### config.mk
export PLATFORM = sky130hd
export DESIGN_NAME = pwm_cmp_dbuf
export DESIGN_NICKNAME = d
export VERILOG_FILES = /design/src/rtl/pwm_cmp_pkg.sv /design/src/rtl/cmp_ctl_reg.sv /design/src/rtl/cmp_load_sel.sv /design/src/rtl/cmp_channel.sv /design/src/rtl/pwm_cmp_dbuf.sv
export SDC_FILE = /design/constraint.sdc
export NUM_CORES = 1
export LEC_CHECK = 0
export ABC_CLOCK_PERIOD_IN_PS = 2600
export BUFFER_PORTS_ARGS = -buffer_cell sky130_fd_sc_hd__buf_2
export CORE_MARGIN = 2
export CORE_UTILIZATION = 35
export DETAILED_ROUTE_END_ITERATION = 8
export PLACE_DENSITY = 0.52
export SLEW_MARGIN = 0
export SYNTH_ARGS = -nofsm -noshare
export SYNTH_HDL_FRONTEND = slang
export SYNTH_SLANG_ARGS = --single-unit
### constraint.sdc
create_clock -name clk -period 2.6 [get_ports clk]
set_clock_uncertainty 0.2 [all_clocks]
set_input_delay 0.13 -clock clk [delete_from_list [all_inputs] [get_ports clk]]
set_output_delay 0.13 -clock clk [all_outputs]
set_load 0.005 [all_outputs]
### src/rtl/pwm_cmp_pkg.sv
package pwm_cmp_pkg;
  typedef enum logic [2:0] {
    ADDR_CTL    = 3'd0,
    ADDR_A_MAIN = 3'd1,
    ADDR_A_HR   = 3'd2,
    ADDR_A_BOTH = 3'd3,
    ADDR_B      = 3'd4
  } reg_addr_e;

  typedef enum logic [1:0] {
    LD_ZERO   = 2'b00,
    LD_PERIOD = 2'b01,
    LD_EITHER = 2'b10,
    LD_FREEZE = 2'b11
  } ld_sel_e;

  localparam int NCH = 2;
endpackage

### src/rtl/cmp_ctl_reg.sv
module cmp_ctl_reg import pwm_cmp_pkg::*; (
  input  logic                clk,
  input  logic                rst_n,
  input  logic                wr_en,
  input  logic [NCH-1:0]      wr_mode,
  input  logic [NCH-1:0][1:0] wr_sel,
  output logic [NCH-1:0]      mode_q,
  output logic [NCH-1:0][1:0] sel_q
);
  always_ff @(posedge clk) begin
    if (!rst_n) begin
      mode_q <= '0;
      sel_q  <= '0;
    end else if (wr_en) begin
      mode_q <= wr_mode;
      sel_q  <= wr_sel;
    end
  end
endmodule

### src/rtl/cmp_load_sel.sv
module cmp_load_sel import pwm_cmp_pkg::*; (
  input  logic [1:0] sel,
  input  logic       at_zero,
  input  logic       at_prd,
  output logic       evt
);
  always_comb begin
    unique case (ld_sel_e'(sel))
      LD_ZERO:   evt = at_zero;
      LD_PERIOD: evt = at_prd;
      LD_EITHER: evt = at_zero | at_prd;
      default:   evt = 1'b0;
    endcase
  end
endmodule

### src/rtl/cmp_channel.sv
module cmp_channel #(
  parameter int W = 16
) (
  input  logic         clk,
  input  logic         rst_n,
  input  logic         imm,
  input  logic         load_evt,
  input  logic         wr_en,
  input  logic [W-1:0] wr_mask,
  input  logic [W-1:0] wr_val,
  input  logic         set_flag,
  output logic [W-1:0] act_q,
  output logic         full_q
);
  logic [W-1:0] shd_q;
  logic         do_load;

  assign do_load = load_evt & ~imm;

  always_ff @(posedge clk) begin
    if (!rst_n) begin
      act_q  <= '0;
      shd_q  <= '0;
      full_q <= 1'b0;
    end else if (imm) begin
      if (wr_en) act_q <= (act_q & ~wr_mask) | (wr_val & wr_mask);
    end else begin
      if (do_load) act_q <= shd_q;
      if (wr_en)   shd_q <= (shd_q & ~wr_mask) | (wr_val & wr_mask);
      if (wr_en && set_flag) full_q <= 1'b1;
      else if (do_load)      full_q <= 1'b0;
    end
  end
endmodule

### src/rtl/pwm_cmp_dbuf.sv
module pwm_cmp_dbuf import pwm_cmp_pkg::*; #(
  parameter int CW  = 16,
  parameter int HRW = 8
) (
  input  logic          clk,
  input  logic          rst_n,
  input  logic          wr_valid,
  output logic          wr_ready,
  input  logic [2:0]    wr_addr,
  input  logic [31:0]   wr_data,
  input  logic [2:0]    rd_addr,
  output logic [31:0]   rd_data,
  input  logic [CW-1:0] ctr,
  input  logic [CW-1:0] prd,
  output logic          eq_a,
  output logic          eq_b,
  output logic          full_a,
  output logic          full_b
);
  localparam int WA = CW + HRW;

  logic [NCH-1:0]      mode_q;
  logic [NCH-1:0][1:0] sel_q;
  logic [NCH-1:0]      ld_evt;
  logic                at_zero, at_prd;

  logic [WA-1:0]  act_a, mask_a, val_a;
  logic           wen_a, setf_a;
  logic [CW-1:0]  act_b;
  logic           wen_b;
  logic [CW-1:0]  a_main;
  logic [HRW-1:0] a_hr;

  assign wr_ready = 1'b1;
  assign at_zero  = (ctr == '0);
  assign at_prd   = (ctr == prd);

  cmp_ctl_reg u_ctl (
    .clk     (clk),
    .rst_n   (rst_n),
    .wr_en   (wr_valid && wr_addr == ADDR_CTL),
    .wr_mode ({wr_data[6], wr_data[4]}),
    .wr_sel  ({wr_data[3:2], wr_data[1:0]}),
    .mode_q  (mode_q),
    .sel_q   (sel_q)
  );

  for (genvar g = 0; g < NCH; g++) begin : g_ld
    cmp_load_sel u_ld (
      .sel     (sel_q[g]),
      .at_zero (at_zero),
      .at_prd  (at_prd),
      .evt     (ld_evt[g])
    );
  end

  always_comb begin
    wen_a  = wr_valid && (wr_addr == ADDR_A_MAIN || wr_addr == ADDR_A_HR ||
                          wr_addr == ADDR_A_BOTH);
    setf_a = (wr_addr != ADDR_A_HR);
    mask_a = '0;
    val_a  = {wr_data[CW-1:0], wr_data[HRW-1:0]};
    unique case (wr_addr)
      ADDR_A_MAIN: mask_a = {{CW{1'b1}}, {HRW{1'b0}}};
      ADDR_A_HR:   mask_a = {{CW{1'b0}}, {HRW{1'b1}}};
      ADDR_A_BOTH: begin
        mask_a = '1;
        val_a  = {wr_data[16+CW-1:16], wr_data[HRW-1:0]};
      end
      default:     mask_a = '0;
    endcase
    wen_b = wr_valid && (wr_addr == ADDR_B);
  end

  cmp_channel #(.W(WA)) u_ch_a (
    .clk      (clk),
    .rst_n    (rst_n),
    .imm      (mode_q[0]),
    .load_evt (ld_evt[0]),
    .wr_en    (wen_a),
    .wr_mask  (mask_a),
    .wr_val   (val_a),
    .set_flag (setf_a),
    .act_q    (act_a),
    .full_q   (full_a)
  );

  cmp_channel #(.W(CW)) u_ch_b (
    .clk      (clk),
    .rst_n    (rst_n),
    .imm      (mode_q[1]),
    .load_evt (ld_evt[1]),
    .wr_en    (wen_b),
    .wr_mask  ({CW{1'b1}}),
    .wr_val   (wr_data[CW-1:0]),
    .set_flag (1'b1),
    .act_q    (act_b),
    .full_q   (full_b)
  );

  assign a_main = act_a[WA-1:HRW];
  assign a_hr   = act_a[HRW-1:0];
  assign eq_a   = (ctr == a_main);
  assign eq_b   = (ctr == act_b);

  always_comb begin
    unique case (rd_addr)
      ADDR_CTL:    rd_data = {22'b0, full_b, full_a, 1'b0, mode_q[1], 1'b0,
                              mode_q[0], sel_q[1], sel_q[0]};
      ADDR_A_MAIN: rd_data = 32'(a_main);
      ADDR_A_HR:   rd_data = 32'(a_hr);
      ADDR_A_BOTH: rd_data = (32'(a_main) << 16) | 32'(a_hr);
      ADDR_B:      rd_data = 32'(act_b);
      default:     rd_data = '0;
    endcase
  end
endmodule

==> results.txt <==
----------------------------------------------------
[Timing]
  Final hold vios ... 0
  Max-slew violations ... 0
  Final worst-path cycle share ... 0.821
  Transition time of the tightest slew-check pin ... 1120 ps
  RSZ-0062 raised after global routing ... false
  Time the final worst path needs with I/O delays and setup ... 2130 ps
  Max transition margin ... 0.249
  Fmax ... 468 MHz
  Aggregate negative setup slack ... 0 ps
  Final count of negative-setup-slack endpoints ... 0

[Worst setup path]
  Worst-path maximum fanout ... 16
  Startpoint type of the worst setup path ... register
  Critical path capture point type ... register
  Worst Path Arrival ... 2210 ps
  Path type of the worst setup path ... reg -> reg
  Data required time of the critical path ... 2670 ps

[Synthesis]
  Top-area cell type share of the netlist area ... 0.342
  Distinct cell type count after synthesis ... 36
  Register bit count reported by yosys ... 88
  Number of enable flip-flop cells after synthesis ... 0
  Cell Area, Synth ... 5150 um2
  Synth Flop Type ... sky130_fd_sc_hd__dfxtp_1
  Leading area contributor after synthesis ... sky130_fd_sc_hd__dfxtp_1
  Synthesized instance count ... 618
  Synth warn ... 0
  Synthesized area per cell ... 8.34 um2
  Cells taking the most area after synthesis ... sky130_fd_sc_hd__dfxtp_1 (34%), sky130_fd_sc_hd__mux2i_1 (15%), sky130_fd_sc_hd__nand2_1 (9.0%)
  Post-synthesis async set-or-reset flop share ... 0
  Net count of the mapped netlist ... 691
  Seq/Total Area, Yosys ... 0.342

[Final layout]
  Total area of multi-input combinational cells ... 3130 um2
  Total Nets Final ... 809
  Number of inserted diodes ... 0
  Fraction of final layout cells sized beyond drive strength 1 ... 0.198
  Register area ... 1760 um2
  Most common cell after layout, fill and taps aside ... sky130_fd_sc_hd__nand2_1
  Top library cells by usage in the layout, fill and taps aside ... sky130_fd_sc_hd__nand2_1 (123), sky130_fd_sc_hd__buf_2 (107), sky130_fd_sc_hd__dfxtp_1 (88)
  Number of fill cells in the layout ... 1480
  Final instance area ... 6500 um2
  Area growth from synthesis to layout ... 26.0%

[CTS]
  Post_cts resized ... 0
  Number of buffers created by CTS ... 9
  Clk_lat worst skew ... 350 ps
  Number of sinks driven by the clock tree ... 88
  CTS tree ... done
  CTS root buf ... sky130_fd_sc_hd__clkbuf_16
  Htree depth ... 3
  Clk buf depth ... 2
  CTS clk-pin slew, worst paths ... 70 ps

[Floorplan]
  CORE AREA ... 14500 um2
  Top-level I/O count ... 110
  Effective utilization at floorplan ... 0.356
  Die Wd ... 125 um
  Std-Cell Rows ... 44
  DIE HEIGHT ... 125 um
  Overall die area ... 15700 um2

[Power and ir drop]
  Sum of internal, switching and leakage power ... 3.23 mW
  LEAKAGE ... 2.92 nW
  Pwr Density ... 498 nW/um2
  Highest ir drop seen on vdd ... 306 uV

[Flow run]
  Max-Cap Viols ... 0

[Placement]
  IO buf count ... 108
  Cell Area, Placed ... 5850 um2
  Gpl congestion ... 1.06
  Final HPWL from detailed placement ... 12100 um

[Route]
  Wirelength per Cell ... 17.6 um
  Number of antenna-violating nets in the routed design ... 0
  DR DRC count ... 0
  Total length of routed wires ... 16300 um
  Via Count ... 4756
  Initial DRC count ... 384
  Pre-antenna DRT Iters ... 5
  Drt via density ... 5.14

[GRT]
  Total global routing track utilization ... 0.207
  Total congestion overflow ... 0
  Largest net degree at the start of global routing ... 58
  Antenna violations before repair ... 0
  Vias in the first global route ... 4421
  Wire length of the first global-routing pass ... 25200 um

[Min path]
  Worst hold path class ... in -> reg

[Status]
  Outcome ... finished, final reports clean

----------------------------------------------------
==> critical path: stages (launching register included) <==
cell,delay (ps)
sky130_fd_sc_hd__dfxtp_1,410
sky130_fd_sc_hd__xnor2_1,140
sky130_fd_sc_hd__nor2_1,90
sky130_fd_sc_hd__a211oi_4,950
sky130_fd_sc_hd__mux2i_1,280
==> stage by stage <==
stage                     cells  utilization  setup slack [ps]  hold WS (ps)
after global placement      877        0.404               387           205
final                       925        0.449               465          98.7
after global routing        925        0.449               307           121
after floorplan             618            -               767          74.9
after CTS                   925        0.449               442          92.2
after detailed placement    877        0.404               357           213
==> cell type report <==
cell class                 count  share of cell area
multi-input combinational    465               0.481
timing repair buffer         155               0.152
sequential                    88               0.271
clock inverter                 7              0.0156
inverter                      17             0.00982
tap                          184              0.0354
clock buffer                   9              0.0347
==> final timing paths <==
check / start / end / slack, ps / cells past startpoint
worst max-delay path: u_ctl.sel_q[2] / u_ch_b.act_q[13] / 470 / 4
worst min-delay path: rst_n / register / 100 / 2
worst max register to register: u_ctl.sel_q[2] / u_ch_b.act_q[13] / 470 / 4
worst min register to register: u_ch_b.shd_q[8] / u_ch_b.shd_q[8] / 270 / 2
==> power by group <==
group          leakage (nW)  internal (mW)  switching (mW)
registers             0.712           1.37          0.0175
clock network         0.153          0.851           0.586
logic                  2.05          0.189           0.215
==> repair_timing <==
action                    CTS  global route
hold endpoints to repair   41             0
setup buffers               0             0
hold buffers               32             0
==> cell families after synthesis <==
family | synth area share
DFF | 0.342
muxes | 0.151
other | 0.000728
buffers and inverters | 0.0527
AOI/OAI and AO/OA | 0.151
xor gates and xnor gates | 0.0850
and+or+nand+nor | 0.218
==> layer usage <==
layer	GRT usage	part of all wire	wire length [um]
met5	0	0	0
met1	0.287	0.47	7680
met4	0.0856	0.028	457
met2	0.319	0.45	7350
met3	0.0329	0.052	842
==> cells in the mapped netlist, types with 3 or more instances <==
master and instances:
sky130_fd_sc_hd__nor4_1 6, sky130_fd_sc_hd__dfxtp_1 88, sky130_fd_sc_hd__and3_1 16, sky130_fd_sc_hd__a21boi_0 16
sky130_fd_sc_hd__nor3_1 3, sky130_fd_sc_hd__o211a_1 16, sky130_fd_sc_hd__inv_1 17, sky130_fd_sc_hd__clkbuf_1 40
sky130_fd_sc_hd__nor2b_1 18, sky130_fd_sc_hd__a21oi_1 9, sky130_fd_sc_hd__nand3_1 8, sky130_fd_sc_hd__xnor2_1 50
sky130_fd_sc_hd__o22ai_1 22, sky130_fd_sc_hd__buf_2 4, sky130_fd_sc_hd__mux2i_1 78, sky130_fd_sc_hd__nand2b_1 18
sky130_fd_sc_hd__nand2_1 123, sky130_fd_sc_hd__a22oi_1 8, sky130_fd_sc_hd__nor2_1 20, sky130_fd_sc_hd__nand4_1 13
sky130_fd_sc_hd__o211ai_1 24
(Power assumes the default switching activity.)
